**src/rtl/uart_nrx_pkg.sv**
```systemverilog
package uart_nrx_pkg;

    typedef enum logic [1:0] {
        RX_IDLE  = 2'd0,
        RX_START = 2'd1,
        RX_DATA  = 2'd2,
        RX_STOP  = 2'd3
    } rx_state_t;

    localparam int OVS_DEFAULT  = 16;
    localparam int BITS_DEFAULT = 9;

endpackage

```
**src/rtl/uart_nrx_sync.sv**
```systemverilog
module uart_nrx_sync #(
    parameter int    STAGES    = 2,
    parameter logic  RESET_VAL = 1'b1
) (
    input  logic clk,
    input  logic rst_n,
    input  logic d_i,
    output logic q_o
);
    logic [STAGES-1:0] chain;

    always_ff @(posedge clk or negedge rst_n) begin
        if (!rst_n) begin
            chain <= {STAGES{RESET_VAL}};
        end else begin
            chain <= {chain[STAGES-2:0], d_i};
        end
    end

    assign q_o = chain[STAGES-1];
endmodule

```
**src/rtl/uart_nrx_vote.sv**
```systemverilog
module uart_nrx_vote #(
    parameter int CNT_W = 4,
    parameter int FIRST = 7
) (
    input  logic             clk,
    input  logic             rst_n,
    input  logic             tick_i,
    input  logic             line_i,
    input  logic [CNT_W-1:0] phase_i,
    output logic             done_o,
    output logic             maj_o,
    output logic             noisy_o
);
    localparam logic [CNT_W-1:0] PH_A = CNT_W'(FIRST);
    localparam logic [CNT_W-1:0] PH_B = CNT_W'(FIRST + 1);
    localparam logic [CNT_W-1:0] PH_C = CNT_W'(FIRST + 2);

    logic smp_a, smp_b;

    always_ff @(posedge clk or negedge rst_n) begin
        if (!rst_n) begin
            smp_a <= 1'b1;
            smp_b <= 1'b1;
        end else if (tick_i) begin
            if (phase_i == PH_A) smp_a <= line_i;
            if (phase_i == PH_B) smp_b <= line_i;
        end
    end

    always_comb begin
        done_o  = tick_i && (phase_i == PH_C);
        maj_o   = (smp_a & smp_b) | (smp_a & line_i) | (smp_b & line_i);
        noisy_o = !((smp_a == smp_b) && (smp_b == line_i));
    end

    // Unanimous samples never report noise.
    AST_VOTE_UNANIMOUS: assert property (@(posedge clk) disable iff (!rst_n)
        (done_o && smp_a == line_i && smp_b == line_i) |-> !noisy_o);
endmodule

```
**src/rtl/uart_nrx.sv**
```systemverilog
module uart_nrx
    import uart_nrx_pkg::*;
#(
    parameter int OVS         = OVS_DEFAULT,
    parameter int MAX_BITS    = BITS_DEFAULT,
    parameter int SYNC_STAGES = 2
) (
    input  logic                clk,
    input  logic                rst_n,
    input  logic                os_tick,
    input  logic                rx_i,
    input  logic                wsel_i,
    input  logic                noise_ie_i,
    output logic [MAX_BITS-1:0] data_o,
    output logic                valid_o,
    output logic                frame_err_o,
    output logic                noise_err_o,
    output logic                irq_o
);
    localparam int CNT_W = $clog2(OVS);
    localparam int IDX_W = $clog2(MAX_BITS + 1);
    localparam int FIRST_SMP = OVS / 2 - 1;
    localparam logic [CNT_W-1:0] CNT_LAST = CNT_W'(OVS - 1);
    localparam logic [IDX_W-1:0] IDX_LONG  = IDX_W'(MAX_BITS - 1);
    localparam logic [IDX_W-1:0] IDX_SHORT = IDX_W'(MAX_BITS - 2);

    rx_state_t           state, state_nx;
    logic                rx_s, prev_s;
    logic [CNT_W-1:0]    cnt;
    logic [IDX_W-1:0]    bidx;
    logic [MAX_BITS-1:0] shreg;
    logic                ws_q, noise_acc;
    logic                done, maj, noisy;
    logic                start_edge, last_bit;

    uart_nrx_sync #(.STAGES(SYNC_STAGES), .RESET_VAL(1'b1)) u_sync (
        .clk   (clk),
        .rst_n (rst_n),
        .d_i   (rx_i),
        .q_o   (rx_s)
    );

    uart_nrx_vote #(.CNT_W(CNT_W), .FIRST(FIRST_SMP)) u_vote (
        .clk     (clk),
        .rst_n   (rst_n),
        .tick_i  (os_tick),
        .line_i  (rx_s),
        .phase_i (cnt),
        .done_o  (done),
        .maj_o   (maj),
        .noisy_o (noisy)
    );

    assign start_edge = os_tick && prev_s && !rx_s;
    assign last_bit   = (bidx == (ws_q ? IDX_LONG : IDX_SHORT));

    // State register
    always_ff @(posedge clk or negedge rst_n) begin
        if (!rst_n) state <= RX_IDLE;
        else        state <= state_nx;
    end

    // Next-state logic
    always_comb begin
        state_nx = state;
        unique case (state)
            RX_IDLE:  if (start_edge)           state_nx = RX_START;
            RX_START: if (done)                 state_nx = maj ? RX_IDLE : RX_DATA;
            RX_DATA:  if (done && last_bit)     state_nx = RX_STOP;
            RX_STOP:  if (done)                 state_nx = RX_IDLE;
            default:                            state_nx = RX_IDLE;
        endcase
    end

    // Datapath and outputs
    always_ff @(posedge clk or negedge rst_n) begin
        if (!rst_n) begin
            prev_s      <= 1'b1;
            cnt         <= '0;
            bidx        <= '0;
            shreg       <= '0;
            ws_q        <= 1'b0;
            noise_acc   <= 1'b0;
            data_o      <= '0;
            valid_o     <= 1'b0;
            frame_err_o <= 1'b0;
            noise_err_o <= 1'b0;
        end else begin
            valid_o <= 1'b0;
            if (os_tick) begin
                prev_s <= rx_s;
                cnt    <= (cnt == CNT_LAST) ? '0 : cnt + 1'b1;
            end
            unique case (state)
                RX_IDLE: begin
                    if (start_edge) begin
                        cnt       <= CNT_W'(1);
                        bidx      <= '0;
                        shreg     <= '0;
                        ws_q      <= wsel_i;
                        noise_acc <= 1'b0;
                    end
                end
                RX_START: begin
                    if (done) noise_acc <= noisy;
                end
                RX_DATA: begin
                    if (done) begin
                        shreg[bidx] <= maj;
                        bidx        <= bidx + 1'b1;
                        noise_acc   <= noise_acc | noisy;
                    end
                end
                RX_STOP: begin
                    if (done) begin
                        data_o      <= shreg;
                        frame_err_o <= !maj;
                        noise_err_o <= noise_acc | noisy;
                        valid_o     <= 1'b1;
                    end
                end
                default: ;
            endcase
        end
    end

    assign irq_o = noise_err_o & noise_ie_i;

    AST_VALID_ONE_CYCLE: assert property (@(posedge clk) disable iff (!rst_n)
        valid_o |=> !valid_o);
    AST_RESULT_HELD: assert property (@(posedge clk) disable iff (!rst_n)
        !valid_o |=> ($stable(data_o) && $stable(frame_err_o) && $stable(noise_err_o)) || valid_o);
    AST_IRQ_MASKED: assert property (@(posedge clk) disable iff (!rst_n)
        !noise_ie_i |-> !irq_o);
    AST_IRQ_RAISED: assert property (@(posedge clk) disable iff (!rst_n)
        (noise_err_o && noise_ie_i) |-> irq_o);
    AST_STROBE_FROM_STOP: assert property (@(posedge clk) disable iff (!rst_n)
        $rose(valid_o) |-> state == RX_IDLE);
    AST_NINTH_BIT_CLEAR: assert property (@(posedge clk) disable iff (!rst_n)
        (valid_o && !ws_q) |-> !data_o[MAX_BITS-1]);
endmodule

```
**config.mk**
```make
export PLATFORM = sky130hd
export DESIGN_NAME = uart_nrx
export DESIGN_NICKNAME = d
export VERILOG_FILES = /design/src/rtl/uart_nrx_pkg.sv /design/src/rtl/uart_nrx_sync.sv /design/src/rtl/uart_nrx_vote.sv /design/src/rtl/uart_nrx.sv
export SDC_FILE = /design/constraint.sdc
export NUM_CORES = 1
export LEC_CHECK = 0
export CORE_ASPECT_RATIO = 1.75
export CORE_MARGIN = 2
export CORE_UTILIZATION = 56
export DETAILED_ROUTE_END_ITERATION = 16
export GPL_TIMING_DRIVEN = 0
export PLACE_DENSITY_LB_ADDON = 0.08
export SLEW_MARGIN = 10
export SYNTH_ARGS = -nofsm -noshare
export SYNTH_HDL_FRONTEND = slang
export SYNTH_SLANG_ARGS = --single-unit
```
**constraint.sdc**
```tcl
create_clock -name clk -period 2.2 [get_ports clk]
set_clock_uncertainty 0.15 [all_clocks]
set_input_delay 0.44 -clock clk [delete_from_list [all_inputs] [get_ports clk]]
set_output_delay 0.44 -clock clk [all_outputs]
set_load 0.03 [all_outputs]
```
======== Word-level counts from Yosys, hierarchy flattened ========
Index checks and enable logic that the tools add are counted.
word-level totals
  memory bits (read-only) ................. 0
  register bits ........................... 38
  latch bits .............................. 0
  bits of input ports ..................... 6
  RAM bits ................................ 0
  output and inout bits ................... 13
  word-level logic and storage cells ...... 85
  memories ................................ 0
operators by class
  div/mod/pow operators ................... 0
  multiplexer cells ....................... 26
  multiply operators ...................... 0
  magnitude comparators ................... 2
  shift operators ......................... 0
  $add $sub $neg .......................... 2
  bitwise logic cells ..................... 7
  equal/unequal tests ..................... 15
  reduce and logical (&&, ||, !) cells .... 19
operators with widths
  cell                   number
  $mux W4                7
  $mux W9                2
  $pmux W9 S2            1
  $eq A4 B4 Y1 const B   3
  $mux W2                5
  $ne A2 B2 Y1 const B   5
  $bwmux W9              1
  $add A4 B1 Y4 const B  2
  $pmux W2 S4            1
  $pmux W4 S2            1
  $reduce_and A2 Y1      4
  $reduce_and A4 Y1      2
  $logic_and A1 B1 Y1    6
  $mux W1                6
  $lt A4 B5 Y1 const B   1
  $and A1 B1 Y1          4
  $demux W1 S4           1
  $eq A2 B2 Y1 const B   2
  $eq A4 B3 Y1 const B   1
  $eq A4 B4 Y1           1
  $ge A4 B1 Y1 const B   1
  $logic_not A1 Y1       3
  $or A1 B1 Y1           3
  $pmux W1 S3            1
  other kinds (6)        7

======== Logic depth before layout (Yosys ltp) ========
Gate-level depths: netlist of the first run.
  depth in word-level cells ............... 7
  mapped depth ............................ 8
  gate-level depth less buffers ........... 6

======== Modules after synthesis ========
From an unflattened synthesis of the first run, not the netlist that was laid out.
second synthesis, totals
  cell total of the unflattened synthesis .. 175
  area total of the unflattened synthesis .. 1956.9 sq um
modules (own cells, without submodules)
  module         cells an instance  area an instance (sq um)  sequential area each (sq um)  times used
  uart_nrx       160                1746.7                    852.1                         1
  uart_nrx_vote  13                 157.7                     52.6                          1
  uart_nrx_sync  2                  52.6                      52.6                          1

======== Worst setup path after synthesis of the first run ========
No wires, ideal clock.
  kind .................................... register to register
  start point ............................. reg state[0]
  end point ............................... reg noise_acc
  buffers on the path ..................... 1
  data arrival time ....................... 1.644 ns
  setup time .............................. 0.134 ns
  clock period less this slack ............ 1.929 ns
  stages on the path, launching flop included .. 8
  data required time ...................... 1.916 ns
  setup slack ............................. 0.271 ns
  cells stage by stage .................... dfrtp_1 > inv_1 > ha_1 > buf_2 > or2_2 > a221oi_1 > nand2b_1 > nand4_1
on the way
  cells in the longest elaborated chain, start to end .. 3
  elaborated cells between the ends (all ways) .. 9
  those cells by class .................... eq/ne (5); mux (1); reduce/logical (3)
RTL lines
  element                                                                     line             source
  from (decl)                                                                 uart_nrx.sv:27   rx_state_t state, state_nx;
  from (signal assigned)                                                      uart_nrx.sv:60   else state <= state_nx;
  $eq A2 B2 Y1, or another cell as far along                                  uart_nrx.sv:94   unique case (state)
  $ne A2 B2 Y1 (no source line) / $reduce_bool A3 Y1 (equally long branches)  -
  $reduce_and A4 Y1 (no source line)                                          -
  to (signal assigned)                                                        uart_nrx.sv:105  if (done) noise_acc <= noisy;
  to (signal assigned)                                                        uart_nrx.sv:111  noise_acc <= noise_acc | noisy;
  to (decl)                                                                   uart_nrx.sv:32   logic ws_q, noise_acc;
Several ways; a longest one is shown, not always the timed one.
A chain may end at the register's enable or synchronous reset.

======== Final worst setup path of the first run ========
Same ends and word-level chain as after synthesis.

==> results of run 1 <==
[critical path: cells and delay by family (launching register included)]
family	cells	cell delay [ns]
AOI/OAI and AO/OA	1	0.32
adders and majority gates	1	0.20
buffers and inverters	2	0.29
DFF	1	0.47
and+or+nand+nor	3	0.58
[worst max path at each step]
stage	endpoint	depth (start not counted)	startpoint	slack (ns)
finish	noise_acc	7	state[0]	0.07
global route	noise_acc	7	state[0]	-0.03
CTS	shreg[6]	7	state[0]	0.08
detailed placement	shreg[6]	8	os_tick	-0.22
global placement	cnt[1]	1	rst_n	-0.28
floorplan	noise_acc	7	state[0]	0.27
[layout make-up]
type                            count  area [um2]
Buffer                              7        47.5
Multi-Input combinational cell    128         996
Timing Repair Buffer               18         174
Fill cell                         273        1020
Tap cell                           45        56.3
Clock buffer                        8         110
Sequential cell                    38         957
Inverter                            9        33.8
[synthesized netlist by cell type, types with 3 or more instances]
library cell / count / share of area (%)
o21ai_0: 7 / 1.7
inv_1: 9 / 1.7
clkbuf_1: 3 / 0.56
ha_1: 14 / 8.7
and4b_1: 3 / 1.5
buf_2: 3 / 0.74
a21oi_1: 6 / 1.5
dfrtp_1: 33 / 41
nand4_1: 5 / 1.6
o31ai_1: 7 / 2.6
dfstp_2: 5 / 6.5
nand2_1: 22 / 4.1
mux2_2: 15 / 8.4
nand3_1: 5 / 1.2
o2111ai_1: 3 / 1.3
a41oi_1: 3 / 1.3
mux2i_1: 7 / 3.5
nor2_1: 8 / 1.5
[report_power, final]
| part | leakage [nW] | switching (W) | internal, W |
|---|---|---|---|
| combinational | 0.569 | 0.000536 | 0.000380 |
| clock | 0.0575 | 0.000236 | 0.000316 |
| sequential | 0.501 | 0.000114 | 0.000820 |
| total | 1.13 | 0.000886 | 0.00152 |
[flip-flops by register name (all words and copies together), names as in the netlist, named ones only]
| signal | flops |
|---|---|
| shreg | 9 |
| ws_q | 1 |
| u_vote.smp_b | 1 |
| noise_err_o | 1 |
| u_sync.chain | 2 |
| frame_err_o | 1 |
| data_o | 9 |
| u_vote.smp_a | 1 |
| cnt | 4 |
| prev_s | 1 |
| valid_o | 1 |
| state | 1 |
| bidx | 4 |
| noise_acc | 1 |
[logic make-up after synthesis]
kind of cell | after synthesis | share of synthesized area [%]
xor gates and xnor gates | 1 | 0.435
AOI/OAI and AO/OA | 34 | 11.8
DFF | 38 | 47.5
and+or+nand+nor | 56 | 15.0
muxes | 23 | 12.5
buffers and inverters | 17 | 4.10
adders and majority gates | 14 | 8.69
[per-stage QoR]
step                std cells  area [um2]  total power (W)  setup slack [ns]
floorplan                 183        2020          0.00156             0.271
global placement          246        2250          0.00176            -0.283
detailed placement        246        2250          0.00181            -0.217
CTS                       253        2360          0.00238            0.0777
global route              253        2370          0.00255           -0.0299
finish                    253        2370          0.00240            0.0677
[per-layer routing]
layer / vias up / track usage (%) / share of wire [%]
met5: - / 0 / 0
met4: 0 / 13.8 / 2.9
met3: 9 / 4.14 / 2.9
met2: 31 / 40.2 / 57
met1: 730 / 22.1 / 37
li1: 703 / - / -
[repair_timing]
| item | CTS | global route |
|---|---|---|
| hold buffers | 0 | 0 |
| endpoints found under the setup margin | 4 | 9 |
| cloned | 0 | 0 |
| gates resized for setup | 2 | 4 |
| pin swaps | 0 | 0 |
==> impl_metrics.json, run 1 <==
{
  "status": "completed",
  "wirelength_mm": 4.10,
  "crit_type": "flip-flop to flip-flop",
  "place.gp.congestion": 0.887,
  "hold_ws_ns": 0.0896,
  "ys.flop_type": "dfrtp_1",
  "hold_viol": 0,
  "detail-route-antenna-nets": 0,
  "hold_class": "input pin to asynchronous set/reset pin",
  "vdd_drop_max_uv": 791,
  "synth-edff-count": 0,
  "syn_nets": 203,
  "endpoint_kind": "flip-flop",
  "layout_commonest_cell": "dfrtp_1",
  "clock-sinks": 38,
  "grt_util_all_layers_pct": 22.1,
  "postCtsSetupBuffers": 0,
  "core_um2": 3400,
  "clk_pin_slew_worst_paths_ns": 0.07,
  "cts_root_buf": "clkbuf_8",
  "die_h_um": 83.4,
  "fin_nets": 227,
  "maxSlewViolCount": 0,
  "path_cells": "inv_1, ha_1, buf_2, or2_2, a221oi_4, nand2b_1, nand4_1",
  "drc": 0,
  "reg2reg_depth": 7,
  "die-area_um2": 4110,
  "clk_latency_ns": 0.29,
  "dp_hpwl_mm": 3.06,
  "htree_levels": 2,
  "overflow": 0,
  "startpoint_type": "flip-flop",
  "cts_buffers": 5,
  "final_cell_mix": "dfrtp_1 (33), nand2_1 (22), clkdlybuf4s50_1 (16)",
  "dr.pass1.iters": 4,
  "r2r_slack_ns": 0.07,
  "diodes": 0,
  "synth_area_um2": 2020,
  "timing.rr.start": "state[0]",
  "ys_ff_latch": 38,
  "setup_viol": 0,
  "worstPathRequired_ns": 2.21,
  "yosysWarnings": 0,
  "crit_slowest_cell": "dfrtp_1",
  "antenna_found_initial": 0,
  "wl_per_cell_um": 16.2,
  "clockBufferDepth": 2,
  "cp_max_fo": 10,
  "num_vias": 1473,
  "relSlewSlack_pct": 45.5,
  "synth.distinct_cells": 39,
  "row_count": 28,
  "crit_arrival_ns": 2.15,
  "area_delta_synth_final_pct": 17.8,
  "drtIter0Drc": 66,
  "drv_cap": 0,
  "grt_first_pass_wirelength_mm": 6.99,
  "finalCriticalPeriod_ns": 2.13,
  "async_reset_ff_share_pct": 100,
  "cts_tree": "yes",
  "ys_seq_area_share_pct": 47.5,
  "start_util_pct": 59.3,
  "die_w_um": 49.4,
  "grt_max_degree": 39,
  "fmax_ghz": 0.469,
  "syn_avg_cell_area_um2": 11.0,
  "timing.rr.end": "noise_acc",
  "power_per_cell_area_nw_per_um2": 1010,
  "grt_pass1_vias": 1553,
  "finalSetupTns_ns": 0,
  "period_share_pct": 96.9,
  "tightestPinTransition_ns": 0.817,
  "numPortBuffers": 18,
  "fin_util_pct": 69.9,
  "ios": 19,
  "synthCells": 183,
  "max_stage_delay_ns": 0.47,
  "leakagePower_nw": 1.13,
  "avgViaCountPerCell": 5.82,
  "drive_above_1_share_pct": 19.7
}
(Power assumes the default switching activity.)
==> inputs of run 2 (changes only) <==
Settings changed: CORE_MARGIN 2 to 8.
==> run 2 against run 1 <==
  * Highest routed layer unchanged
  * Sequential share of layout area increased by 0.45 points
  * Critical path depth unchanged
  * Count of clock-buffer cells in the layout decreased by 1
  * Setup slack improved by 0.063 ns
  * Utilization decreased by 3.2 points
  * Power decreased by 4.3%
  * Clock power decreased by 12%
  * Sequential power about the same
  * Fmax increased by 3.1%
  * Routed wire length increased by 1.2%
==> impl_metrics.json, run 2 (synthesis results as in run 1) <==
{
  "dp_hpwl_mm": 3.12,
  "num_vias": 1514,
  "clockBufferDepth": 2,
  "place.gp.congestion": 0.920,
  "period_share_pct": 94.0,
  "crit_type": "input pin to flip-flop",
  "drv_cap": 0,
  "wirelength_mm": 4.15,
  "detail-route-antenna-nets": 0,
  "dr.pass1.iters": 6,
  "startpoint_type": "input pin",
  "grt_max_degree": 39,
  "postCtsHoldBufs": 0,
  "finalCriticalPeriod_ns": 2.07,
  "die_w_um": 61.4,
  "antenna_found_initial": 0,
  "crit_arrival_ns": 2.14,
  "cts-resized-gates": 1,
  "setup_viol": 0,
  "maxSlewViolCount": 0,
  "cp_max_fo": 10,
  "cts_tree": "yes",
  "postCtsSetupBuffers": 0,
  "status": "completed",
  "final_cell_mix": "dfrtp_1 (33), nand2_1 (21), clkdlybuf4s50_1 (16)",
  "diodes": 0,
  "clk_pin_slew_worst_paths_ns": 0.07,
  "timing.rr.start": "cnt[1]",
  "drtIter0Drc": 39,
  "relSlewSlack_pct": 45.6,
  "die_h_um": 95.4,
  "core_um2": 3520,
  "totalPowerFinal_w": 0.00230,
  "cp-startpoint": "os_tick",
  "vdd_drop_max_uv": 656,
  "die-area_um2": 5850,
  "place_ws_ns": -0.235,
  "layout_setup_ws_ns": 0.131,
  "reg2reg_depth": 6,
  "fin_nets": 227,
  "endpoint_kind": "flip-flop",
  "grt_pass1_vias": 1576,
  "cts_buffers": 5,
  "drc": 0,
  "biggestRegsByFlops": "data_o (9), shreg (9)",
  "start_util_pct": 57.3,
  "clock-sinks": 38,
  "grt_util_all_layers_pct": 16.4,
  "hold_class": "input pin to asynchronous set/reset pin",
  "avgViaCountPerCell": 5.96,
  "power_per_cell_area_nw_per_um2": 978,
  "fin_util_pct": 66.7,
  "leakagePower_nw": 1.11,
  "area_delta_synth_final_pct": 16.5,
  "grt_first_pass_wirelength_mm": 7.12,
  "htree_levels": 2,
  "row_count": 29,
  "hold_viol": 0,
  "finalSetupTns_ns": 0,
  "ios": 19,
  "clk_latency_ns": 0.29,
  "fmax_ghz": 0.483,
  "cts_root_buf": "clkbuf_8",
  "overflow": 0,
  "numPortBuffers": 18,
  "wl_per_cell_um": 16.3,
  "layout_commonest_cell": "dfrtp_1",
  "tightestPinTransition_ns": 0.816,
  "drive_above_1_share_pct": 19.7,
  "worstPathRequired_ns": 2.27
}
run 2: path summary, 6_finish.rpt:
| path | to | slack [ns] |
|---|---|---|
| setup / recovery | bidx[3] | 0.13 |
| hold / removal | data_o[5] | 0.09 |
| setup reg to reg | bidx[3] | 0.14 |
| hold reg to reg | u_sync.chain[1] | 0.21 |
| max in group asynchronous | asynchronous set/reset pin | 1.29 |
| min in group clk | u_sync.chain[1] | 0.21 |
run 2: area by class of cell:
class	instances	area [um2]
buffer	7	47.5
clock buffer	7	86.3
clock inverter	1	5.00
fill	294	1170
inverter	9	33.8
multi-input combinational	128	987
sequential	38	957
tap	46	57.6
timing repair buffer	18	174
run 2: report_power, final:
part	switching [W]	total [W]	internal [W]	leakage (nW)
logic	0.000514	0.000878	0.000364	0.562
registers	0.000114	0.000933	0.000820	0.501
clock network	0.000233	0.000486	0.000252	0.0482
total	0.000860	0.00230	0.00144	1.11
run 2: metal layers:
layer / GRT usage [%] / routed length, um / vias up
met4: 9.75 / 145 / 0
met1: 16.2 / 1500 / 743
li1: - / - / 714
met2: 29.4 / 2340 / 43
met3: 3.78 / 160 / 14
met5: 0 / 0 / -
run 2: critical path, stage by stage:
cell	delay, ns
clkdlybuf4s50_1	0.50
buf_6	0.16
nand3b_4	0.09
and2_4	0.16
buf_6	0.13
or4_1	0.49
a21boi_1	0.15
run 2: through the flow:
| step | std cells | cell area [um2] | hold slack, ns |
|---|---|---|---|
| 2_1_floorplan | 183 | 2020 | -0.00559 |
| 5_1_grt | 254 | 2350 | 0.171 |
| 4_1_cts | 255 | 2340 | 0.110 |
| 3_5_place_dp | 247 | 2250 | 0.198 |
| 3_3_place_gp | 247 | 2250 | 0.199 |
| 6_report | 254 | 2350 | 0.0869 |
==> inputs of run 3 (changes only) <==
Settings changed: SKIP_CTS_REPAIR_TIMING set to 1.
Clock period 2.2 ns to 2.3 ns, I/O delays scaled along.
==> run 3 against run 2 <==
  * Combinational power down 5.8%
  * Via count is 1.7% lower
  * Power shrank 5.0%
  * Critical path type is now flip-flop to flip-flop
  * Global-route usage unchanged
  * Cell count unchanged
  * Utilization is 0.28 points lower
  * Critical endpoint is now noise_acc
  * Clock power shrank 4.9%
  * Routed wire length shrank 0.46%
==> impl_metrics.json, run 3 (synthesis results as in run 1) <==
{
  "num_vias": 1489,
  "start_util_pct": 57.3,
  "layout_commonest_cell": "dfrtp_1",
  "cts_tree": "yes",
  "cp-startpoint": "state[0]",
  "core_um2": 3520,
  "final_area_um2": 2340,
  "numPortBuffers": 18,
  "setup_viol": 0,
  "totalPowerFinal_w": 0.00218,
  "leakagePower_nw": 1.12,
  "r2r_slack_ns": 0.16,
  "drc": 0,
  "overflow": 0,
  "dp_cells": 247,
  "grt_first_pass_wirelength_mm": 7.12,
  "biggestRegsByFlops": "data_o (9), shreg (9)",
  "wirelength_mm": 4.13,
  "cp_max_fo": 10,
  "reg2reg_depth": 7,
  "period_share_pct": 93.1,
  "grt_pass1_vias": 1576,
  "drtIter0Drc": 37,
  "clock-sinks": 38,
  "switching_power_w": 0.000815,
  "place_area_um2": 2250,
  "vdd_drop_max_uv": 626,
  "clkPwrFrac_pct": 21.2,
  "dp_hpwl_mm": 3.12,
  "die_w_um": 61.4,
  "clk_pin_slew_worst_paths_ns": 0.07,
  "stdcell_count": 254,
  "grt_util_all_layers_pct": 16.4,
  "clockBufferDepth": 2,
  "swShare_pct": 37.3,
  "area_delta_synth_final_pct": 16.0,
  "wl_per_cell_um": 16.2,
  "tightestPinTransition_ns": 0.818,
  "grt_setup_unrepaired": "false",
  "timing.rr.start": "state[0]",
  "antenna_found_initial": 0,
  "maxSlewViolCount": 0,
  "detail-route-antenna-nets": 0,
  "startpoint_type": "flip-flop",
  "endpoint": "noise_acc",
  "finalCriticalPeriod_ns": 2.14,
  "endpoint_kind": "flip-flop",
  "htree_levels": 2,
  "power_per_cell_area_nw_per_um2": 933,
  "ios": 19,
  "die-area_um2": 5850,
  "hold_ws_ns": 0.110,
  "diodes": 0,
  "final_cell_mix": "dfrtp_1 (33), nand2_1 (22), clkdlybuf4s50_1 (16)",
  "hold_viol": 0,
  "drv_cap": 0,
  "dr.pass1.iters": 4,
  "hold_class": "input pin to asynchronous set/reset pin",
  "row_count": 29,
  "finalSetupTns_ns": 0,
  "cts_buffers": 5,
  "pwr-share-seq_pct": 40.9,
  "timing.rr.end": "noise_acc",
  "die_h_um": 95.4,
  "place.gp.congestion": 0.920,
  "avgViaCountPerCell": 5.86,
  "crit_arrival_ns": 2.22,
  "status": "completed",
  "fmax_ghz": 0.467,
  "clk_latency_ns": 0.29,
  "crit_type": "flip-flop to flip-flop",
  "relSlewSlack_pct": 45.4,
  "worstPathRequired_ns": 2.37,
  "p_int_w": 0.00137,
  "drive_above_1_share_pct": 17.8,
  "grt_max_degree": 39,
  "cts_root_buf": "clkbuf_8",
  "nFillCells": 297,
  "fin_nets": 227,
  "pwr-share-comb_pct": 37.9
}
## run 3: changes by cell type in the layout (fill, tap and decap cells not counted), sizes merged
cell          delta
buf              +1
dlymetal6s2s     +1
dlygate4sd2      -1
clkbuf           -1
## run 3: through the flow
stage | utilization [%] | worst slack [ns]
floorplan | - | 0.371
global placement | 64.0 | -0.212
detailed placement | 63.9 | -0.155
CTS | 66.5 | 0.00571
global route | 66.4 | 0.0143
finish | 66.4 | 0.159
## run 3: power groups by stage
stage | Sequential, W | Clock [W] | Combinational (W)
after global routing | 0.000907 | 0.000509 | 0.000927
after floorplan | 0.000901 | 0 | 0.000594
after detailed placement | 0.000902 | 0 | 0.000827
after CTS | 0.000890 | 0.000482 | 0.000831
final | 0.000893 | 0.000462 | 0.000827
after global placement | 0.000894 | 0 | 0.000789
## run 3: routing by layer
| layer | global-route usage [%] | wire (um) | vias to the layer above |
|---|---|---|---|
| met2 | 29.4 | 2300 | 39 |
| met1 | 16.2 | 1530 | 726 |
| met3 | 3.78 | 156 | 13 |
| met4 | 9.75 | 144 | 0 |
| met5 | 0 | 0 | - |
| li1 | - | - | 711 |
## run 3: final cells by class
cell class	count	area [um2]	share of cell area [%]
clock inverters	1	5.00	0.214
inverters	9	33.8	1.44
repair buffers	18	178	7.60
clock buffers	7	86.3	3.69
flip-flops and latches	38	957	40.9
plain buffers	7	45.0	1.93
well taps	46	57.6	2.46
multi-input cells	128	976	41.7
## run 3: critical path, stage by stage (launching register included)
cell and delay (ns):
dfrtp_1 0.44, inv_1 0.09, ha_1 0.19, buf_2 0.18
or2_2 0.30, a221oi_1 0.40, o2111ai_1 0.19, nand4_1 0.13
## run 3: how the worst min path moves through the flow
stage / endpoint / slack, ns
2_1_floorplan: asynchronous set/reset pin / 0.01
3_3_place_gp: u_sync.chain[1] / 0.20
3_5_place_dp: u_sync.chain[1] / 0.20
4_1_cts: data_o[5] / 0.13
5_1_grt: data_o[5] / 0.19
6_report: data_o[5] / 0.11
